==> src/rtl/flagx_pkg.sv <==
package flagx_pkg;
    localparam int NFLAG   = 3;
    localparam int STAT_W  = 9;
    localparam int EP_BIT  = 4;
    localparam int FUP_BIT = 8;
    localparam int NSIDE   = 2;

    typedef logic [NFLAG-1:0] flag_t;

    typedef enum logic {
        RX_IDLE = 1'b0,
        RX_WAIT = 1'b1
    } rx_state_e;
endpackage

==> src/rtl/flagx_sender.sv <==
module flagx_sender
    import flagx_pkg::*;
(
    input  logic  clk,
    input  logic  rst_n,
    input  logic  wr_en,
    input  flag_t wr_flags,
    input  logic  ack_i,
    output flag_t ctrl_o,
    output logic  req_o,
    output logic  fup_o,
    output logic  ep_o
);
    typedef struct packed {
        flag_t ctrl;
        logic  fup;
        logic  ep;
        logic  req;
    } snd_t;

    snd_t q, d;
    logic accept;

    always_comb begin
        d      = q;
        d.req  = 1'b0;
        accept = wr_en && !q.fup && (wr_flags != q.ctrl);
        if (accept) begin
            d.ctrl = wr_flags;
            d.fup  = 1'b1;
            d.ep   = 1'b1;
            d.req  = 1'b1;
        end
        if (ack_i) begin
            d.fup = 1'b0;
            d.ep  = 1'b0;
        end
    end

    always_ff @(posedge clk or negedge rst_n) begin
        if (!rst_n) q <= '0;
        else        q <= d;
    end

    assign ctrl_o = q.ctrl;
    assign req_o  = q.req;
    assign fup_o  = q.fup;
    assign ep_o   = q.ep;

    // a request leaves with both pending bits raised
    p_req_sets_r2: assert property (@(posedge clk) disable iff (!rst_n)
        q.req |-> (q.fup && q.ep));
    // flags frozen while an update is in flight
    p_lock_r5: assert property (@(posedge clk) disable iff (!rst_n)
        (q.fup && wr_en) |=> $stable(q.ctrl));
    // acknowledge only arrives for an outstanding update
    p_ack_owned_r4: assert property (@(posedge clk) disable iff (!rst_n)
        ack_i |-> q.fup);
    // acknowledge drops both pending bits
    p_ack_clear_r4: assert property (@(posedge clk) disable iff (!rst_n)
        ack_i |=> (!q.fup && !q.ep));
    // rewriting the same value sends nothing
    p_same_r6: assert property (@(posedge clk) disable iff (!rst_n)
        (!q.fup && wr_en && wr_flags == q.ctrl) |=> !q.req);
endmodule

==> src/rtl/flagx_receiver.sv <==
module flagx_receiver
    import flagx_pkg::*;
#(
    parameter int LAT = 3
) (
    input  logic  clk,
    input  logic  rst_n,
    input  logic  req_i,
    input  flag_t pay_i,
    output flag_t far_o,
    output logic  ack_o
);
    localparam int CW = $clog2(LAT + 1);

    typedef struct packed {
        rx_state_e      st;
        logic [CW-1:0]  cnt;
        flag_t          pay;
        flag_t          far;
        logic           ack;
    } rcv_t;

    rcv_t q, d;

    always_comb begin
        d     = q;
        d.ack = 1'b0;
        case (q.st)
            RX_IDLE: begin
                if (req_i) begin
                    d.pay = pay_i;
                    if (LAT == 1) begin
                        d.far = pay_i;
                        d.ack = 1'b1;
                    end else begin
                        d.cnt = CW'(LAT - 1);
                        d.st  = RX_WAIT;
                    end
                end
            end
            RX_WAIT: begin
                if (q.cnt == CW'(1)) begin
                    d.far = q.pay;
                    d.ack = 1'b1;
                    d.st  = RX_IDLE;
                end else begin
                    d.cnt = q.cnt - CW'(1);
                end
            end
            default: d.st = RX_IDLE;
        endcase
    end

    always_ff @(posedge clk or negedge rst_n) begin
        if (!rst_n) q <= '{st: RX_IDLE, cnt: '0, pay: '0, far: '0, ack: 1'b0};
        else        q <= d;
    end

    assign far_o = q.far;
    assign ack_o = q.ack;

    // sender never issues a second request into a busy receiver
    p_req_idle_r5: assert property (@(posedge clk) disable iff (!rst_n)
        req_i |-> (q.st == RX_IDLE));
    // acknowledge is a single-cycle pulse
    p_ack_pulse_r4: assert property (@(posedge clk) disable iff (!rst_n)
        q.ack |=> !q.ack);
    // far flags only move as the result of a request
    p_far_hold_r3: assert property (@(posedge clk) disable iff (!rst_n)
        (q.st == RX_IDLE && !req_i) |=> $stable(q.far));
    // at acknowledge the far copy holds the carried value
    p_far_load_r3: assert property (@(posedge clk) disable iff (!rst_n)
        q.ack |-> (q.far == q.pay));
endmodule

==> src/rtl/flagx_tracker.sv <==
module flagx_tracker
    import flagx_pkg::*;
#(
    parameter int LAT = 3
) (
    input  logic              clk,
    input  logic              rst_n,
    input  logic              a_wr_en,
    input  logic [NFLAG-1:0]  a_wr_flags,
    output logic [NFLAG-1:0]  a_ctrl_flags,
    output logic [STAT_W-1:0] a_status,
    input  logic              b_wr_en,
    input  logic [NFLAG-1:0]  b_wr_flags,
    output logic [NFLAG-1:0]  b_ctrl_flags,
    output logic [STAT_W-1:0] b_status
);
    logic              wr_en  [NSIDE];
    flag_t             wr_val [NSIDE];
    flag_t             ctrl   [NSIDE];
    logic              req    [NSIDE];
    logic              ack    [NSIDE];
    logic              fup    [NSIDE];
    logic              ep     [NSIDE];
    flag_t             far    [NSIDE];
    logic [STAT_W-1:0] status [NSIDE];

    assign wr_en[0]  = a_wr_en;
    assign wr_en[1]  = b_wr_en;
    assign wr_val[0] = a_wr_flags;
    assign wr_val[1] = b_wr_flags;

    // direction i carries side i's flags to side 1-i
    for (genvar i = 0; i < NSIDE; i++) begin : g_dir
        flagx_sender u_snd (
            .clk      (clk),
            .rst_n    (rst_n),
            .wr_en    (wr_en[i]),
            .wr_flags (wr_val[i]),
            .ack_i    (ack[i]),
            .ctrl_o   (ctrl[i]),
            .req_o    (req[i]),
            .fup_o    (fup[i]),
            .ep_o     (ep[i])
        );

        flagx_receiver #(.LAT(LAT)) u_rcv (
            .clk   (clk),
            .rst_n (rst_n),
            .req_i (req[i]),
            .pay_i (ctrl[i]),
            .far_o (far[i]),
            .ack_o (ack[i])
        );

        always_comb begin
            status[i]          = '0;
            status[i][NFLAG-1:0] = far[NSIDE-1-i];
            status[i][EP_BIT]  = ep[i];
            status[i][FUP_BIT] = fup[i];
        end
    end

    assign a_ctrl_flags = ctrl[0];
    assign b_ctrl_flags = ctrl[1];
    assign a_status     = status[0];
    assign b_status     = status[1];

    // padding bits of both status words stay zero
    p_pad_r8: assert property (@(posedge clk) disable iff (!rst_n)
        (a_status[7:5] == 3'b0 && a_status[3] == 1'b0 &&
         b_status[7:5] == 3'b0 && b_status[3] == 1'b0));
    // a far-side flag change on A only follows B's own pending update
    p_indep_r7: assert property (@(posedge clk) disable iff (!rst_n)
        !$stable(a_status[NFLAG-1:0]) |-> b_status[FUP_BIT]);
endmodule

==> config.mk <==
export PLATFORM = sky130hd
export DESIGN_NAME = flagx_tracker
export DESIGN_NICKNAME = d
export VERILOG_FILES = /design/src/rtl/flagx_pkg.sv /design/src/rtl/flagx_sender.sv /design/src/rtl/flagx_receiver.sv /design/src/rtl/flagx_tracker.sv
export SDC_FILE = /design/constraint.sdc
export NUM_CORES = 1
export LEC_CHECK = 0
export ABC_AREA = 1
export BUFFER_PORTS_ARGS = -buffer_cell sky130_fd_sc_hd__clkbuf_2
export CAP_MARGIN = 20
export CORE_MARGIN = 2
export CORE_UTILIZATION = 55
export CTS_CLUSTER_DIAMETER = 40
export CTS_CLUSTER_SIZE = 20
export DETAILED_ROUTE_END_ITERATION = 8
export GPL_TIMING_DRIVEN = 0
export MAX_ROUTING_LAYER = met4
export PLACE_DENSITY = 0.8
export SYNTH_ARGS = -nofsm -noshare
export SYNTH_HDL_FRONTEND = slang
export SYNTH_SLANG_ARGS = --single-unit
==> constraint.sdc <==
create_clock -name clk -period 3.7 [get_ports clk]
set_clock_uncertainty 0.15 [all_clocks]
set_input_delay 0.74 -clock clk [delete_from_list [all_inputs] [get_ports clk]]
set_output_delay 0.74 -clock clk [all_outputs]
set_load 0.1 [all_outputs]
* After elaboration in Yosys (flattened, before gate mapping)
Index checks and enable logic that the tools add are counted.
Word-level totals: bits in registers 32, output and inout bits 24
Operators by class: add/sub/neg operators 2, equality and inequality tests 8, muxes and demuxes 16, bitwise operators 2, reductions and logical operators 14
Operators by type and width (number):
- 6-bit 2-to-1 mux | 2
- 3-bit case mux with 2 select lines | 2
- 2-bit AND reduction | 6
- 2-bit 2-to-1 mux | 4
- 2-bit inequality test, second input constant | 4
- 1-bit 2-to-1 mux | 6
- 3-bit 2-to-1 mux | 2
- 3-bit inequality test | 2
- 2-bit by 1-bit equality test with 1-bit output, second input constant | 2
- 1-bit logical AND | 4
- 2-bit nonzero test | 2
- 2-bit by 1-bit subtractor with 2-bit output, second input constant | 2
- 1-bit zero test | 2
- 1-bit inverter | 2

* Longest topological paths before layout
depth in word-level cells 5, depth in mapped cells 7, depth with buffers taken out 7

* Hierarchy
A second synthesis with hierarchy kept.
Unflattened totals: cells, all modules 163, area total of the unflattened synthesis 1442.6 um2
Modules (own cells, without submodules):
- flagx_receiver | times used 2, cells an instance 48, area an instance 435.4 um2, sequential area each 250.2 um2
- flagx_sender | times used 2, cells an instance 29, area an instance 254.0 um2, sequential area each 125.1 um2
- flagx_tracker | times used 1, cells an instance 9, area an instance 63.8 um2, sequential area each 0.0 um2

* Worst setup path after synthesis
No wires, ideal clock.
path type register -> output, from reg g_dir[0].u_snd.q, in the netlist g_dir[0].u_snd.ctrl_o[0], to out a_ctrl_flags[0], arrival 937 ps, required time 2810 ps, slack 1873 ps, stages on the path, launching flop included 1, path through dfrtp_1
RTL lines:
- from (decl) | RTL line flagx_sender.sv:21 | snd_t q, d;
- from (signal assigned) | RTL line flagx_sender.sv:41 | if (!rst_n) q <= '0;
- from (signal assigned) | RTL line flagx_sender.sv:42 | else q <= d;
- to (decl) | RTL line flagx_tracker.sv:10 | output logic [NFLAG-1:0] a_ctrl_flags,
No word-level cell between the ends.

* Final worst setup path
from reg g_dir[0].u_snd.q, in the netlist g_dir[0].u_snd.ep_o, to out a_status[4]
RTL lines:
- to (decl) | RTL line flagx_tracker.sv:11 | output logic [STAT_W-1:0] a_status,
No word-level cell between the ends.

==> flow_summary.json <==
{
  "number_of_port_buffers": 25,
  "status": "finished clean",
  "length_of_routed_met2_wiring_um": 1282,
  "finalSetupViolations": 0,
  "detail_route.drc_violations": 0,
  "combPwrFrac_pct": 47.0,
  "reg2reg_start": "g_dir[1].u_rcv.q[7]$_DFFE_PN0P_",
  "cap_violations": 0,
  "layout_commonest_cell": "sky130_fd_sc_hd__nand2_1",
  "cts_hold_buffers": 0,
  "cts_setup_buffers": 0,
  "whs_path_depth": 1,
  "timing.fmax_ghz": 0.4596,
  "cts.htree.levels": 2,
  "cpMaxStageDelayCell": "sky130_fd_sc_hd__clkbuf_2",
  "first_pass_grt_wire_length_um": 4174,
  "worst_setup_path_end_kind": "output port",
  "detailedRoute.firstPassIterationCount": 4,
  "diodes": 0,
  "power_frac_clock_pct": 15.5,
  "worst_ir_drop_vdd_mv": 0.6925,
  "synth.area.top_cells": "sky130_fd_sc_hd__dfrtp_1, sky130_fd_sc_hd__nand2_1, sky130_fd_sc_hd__buf_4",
  "seq_power_share_pct": 37.5,
  "global_route_usage_over_all_layers_pct": 21.72,
  "num-fill-cells": 205,
  "transition_time_of_the_tightest_slew_check_pin_ns": 0.7241,
  "timing.final.hold_violations": 0,
  "layout-drive-gt1-share_pct": 30.65,
  "routed_wire_length_per_instance_um": 11.10,
  "yosys.cell_types.count": 16,
  "timing.final.max_slew_violations": 0,
  "synth_seq_cells": 30,
  "die_x_um": 53.84,
  "chipHeight_um": 53.84,
  "largest_incremental_delay_on_the_critical_path_ns": 0.44,
  "setup_crit_start_kind": "flip-flop",
  "multiInputGateArea_um2": 427.9,
  "grt_antenna_before_repair": 0,
  "postLayoutSetupSlackWorst_ns": 1.524,
  "floorplan.die_area_mm2": 0.002899,
  "min_path_type": "flip-flop to flip-flop",
  "final_min_period_over_clock_period_pct": 58.81,
  "netSwitchingFraction_pct": 48.82,
  "met1Wirelength_um": 931,
  "arrival_ns": 1.29,
  "clock_latency_ns": 0.32,
  "hold_path_end": "g_dir[1].u_snd.ep_o$_DFFE_PN0P_",
  "vias": 1008,
  "ys.warnings.count": 0,
  "endpoint_of_the_worst_slack_reg_to_reg_timing_path": "g_dir[1].u_rcv.q[7]$_DFFE_PN0P_",
  "total_detailed_routing_wirelength_um": 2397,
  "grt_start_max_net_pins": 31,
  "grt_remaining_overflow": 0,
  "post_synth.cell_area_avg_um2": 9.232,
  "critPathRequiredTime_ns": 2.81,
  "area_occupied_by_registers_um2": 750.7,
  "synth_area_mm2": 0.001366,
  "yosysSeqAreaShare_pct": 54.95,
  "netlist_instances": 148,
  "timing.setup.critical_path_class": "flip-flop to output port",
  "clock_sinks": 30,
  "routed-wl-met3_um": 122,
  "post_cts.resized_instances": 0,
  "dr.max_layer_used": "met4",
  "number_of_cells_on_the_worst_reg_to_reg_path": 6,
  "numCtsBuffers": 5,
  "timing.critical_path.cells": "buf_4 > clkbuf_2",
  "hp-start": "g_dir[1].u_rcv.ack_o$_DFF_PN0_",
  "p_leak_nw": 0.9523,
  "nets": 199,
  "row_count": 18,
  "area_growth_syn_to_layout_pct": 17.58,
  "ff2ff_setup_slack_ns": 2.27,
  "path_clk_slew_ns": 0.09,
  "crit_path_max_fanout": 4,
  "initial_standard_cell_utilization_of_the_core_pct": 56.70,
  "internal_power_w": 0.0006155,
  "synth_top_area_share_pct": 54.95,
  "cell_type_group_with_the_largest_total_delay_on_the_critical_path": "buffers and inverters",
  "avgViaCountPerCell": 4.667,
  "cell_accounting_for_the_most_synthesized_area": "sky130_fd_sc_hd__dfrtp_1",
  "netSwitchingPower_w": 0.0005870,
  "clockBufferDepth": 2,
  "gpl.final_weighted_congestion": 0.7357,
  "route.antenna.remaining_nets": 0,
  "dp_slack_ns": 1.882,
  "worst_slew_margin_rel_pct": 51.73,
  "min_tclk_post_route_ns": 2.176,
  "totalPowerFinal_w": 0.001202,
  "via_count_of_the_first_global_routing_pass": 996,
  "ioPinCount": 34,
  "rsz_0062_raised_after_global_routing": "false",
  "power-per-cell-area_mw_per_mm2": 748.5,
  "first_iter_violations": 12,
  "setup-tns-final_ns": 0,
  "final_cell_mix": "sky130_fd_sc_hd__nand2_1, sky130_fd_sc_hd__dfrtp_1, sky130_fd_sc_hd__clkbuf_2",
  "tritoncts": "done",
  "coreArea_mm2": 0.002410,
  "place.detailed.hpwl_um": 1907,
  "worst-path-buf-inv": 2,
  "clk_root_buffer_cell": "sky130_fd_sc_hd__clkbuf_4"
}
-- sequential cells by signal, summed over array words and instances, names as in the netlist --
name and flops:
g_dir.u_rcv.far_o 6, g_dir.u_rcv.q 12, g_dir.u_snd.ctrl_o 6, g_dir.u_snd.req_o 2, g_dir.u_snd.ep_o 2, g_dir.u_rcv.ack_o 2
-- synth_stat cells --
master	count
sky130_fd_sc_hd__nand2_1	44
sky130_fd_sc_hd__dfrtp_1	30
sky130_fd_sc_hd__inv_1	21
sky130_fd_sc_hd__buf_4	18
sky130_fd_sc_hd__nor2_1	7
sky130_fd_sc_hd__o21ai_0	7
sky130_fd_sc_hd__mux2_2	4
sky130_fd_sc_hd__a21oi_1	3
sky130_fd_sc_hd__nand3_1	3
sky130_fd_sc_hd__xnor2_1	3
sky130_fd_sc_hd__ha_1	2
sky130_fd_sc_hd__or2_4	2
sky130_fd_sc_hd__a31oi_1	1
sky130_fd_sc_hd__conb_1	1
sky130_fd_sc_hd__mux2_4	1
sky130_fd_sc_hd__nand2_2	1
-- logic make-up (layout without fill, tap and decap cells) --
group / after synthesis / count (layout) / synth area share (%)
other cells: 1 / 8 / 0.2745
mux: 5 / 5 / 4.395
buf+inv: 39 / 70 / 15.66
compound gates: 11 / 11 / 4.121
fa+ha+maj: 2 / 2 / 1.831
xor+xnor: 3 / 3 / 1.923
flops: 30 / 30 / 54.95
simple gates: 57 / 57 / 16.85
-- power groups by stage --
stage                     Combinational [W]  Sequential, W  Clock (W)
after floorplan                    0.000380       0.000556          0
after global placement             0.000554       0.000449          0
after detailed placement           0.000570       0.000457          0
after CTS                          0.000571       0.000451   0.000191
after global routing               0.000603       0.000460   0.000207
final                              0.000566       0.000451   0.000186
-- per-stage QoR --
stage,area (um2),std cells,hold WS [ns],util [%]
after floorplan,1393,155,0.2253,-
after global placement,1555,210,0.2555,64.54
after detailed placement,1555,210,0.2519,64.54
after CTS,1607,216,0.2728,66.67
after global routing,1607,216,0.2940,66.67
final,1607,216,0.2729,66.67
-- worst max-delay path by stage --
stage	from	endpoint	slack [ns]	cells after the start
2_1_floorplan	g_dir[0].u_snd.ctrl_o[0]$_DFFE_PN0P_	a_ctrl_flags[0]	1.87	0
3_3_place_gp	g_dir[0].u_snd.ep_o$_DFFE_PN0P_	a_status[4]	1.89	2
3_5_place_dp	g_dir[0].u_snd.ep_o$_DFFE_PN0P_	a_status[4]	1.88	2
4_1_cts	g_dir[0].u_snd.ep_o$_DFFE_PN0P_	a_status[4]	1.51	2
5_1_grt	g_dir[0].u_snd.ep_o$_DFFE_PN0P_	a_status[4]	1.47	2
6_report	g_dir[0].u_snd.ep_o$_DFFE_PN0P_	a_status[4]	1.52	2
-- layout make-up --
type                       count  area share, %
sequential                    30          46.73
multi-input combinational     86          26.64
buffer                        18          8.411
timing repair buffer          25          7.788
inverter                      21          4.907
clock buffer                   6          3.193
tap                           30          2.336
-- per-layer routing --
metal  up-vias  track usage, %
li1        502               -
met1       472           23.35
met2        28           36.38
met3         6           6.667
met4         0           10.26
met5         -               -
No activity file was read; power rests on OpenSTA's default activity.
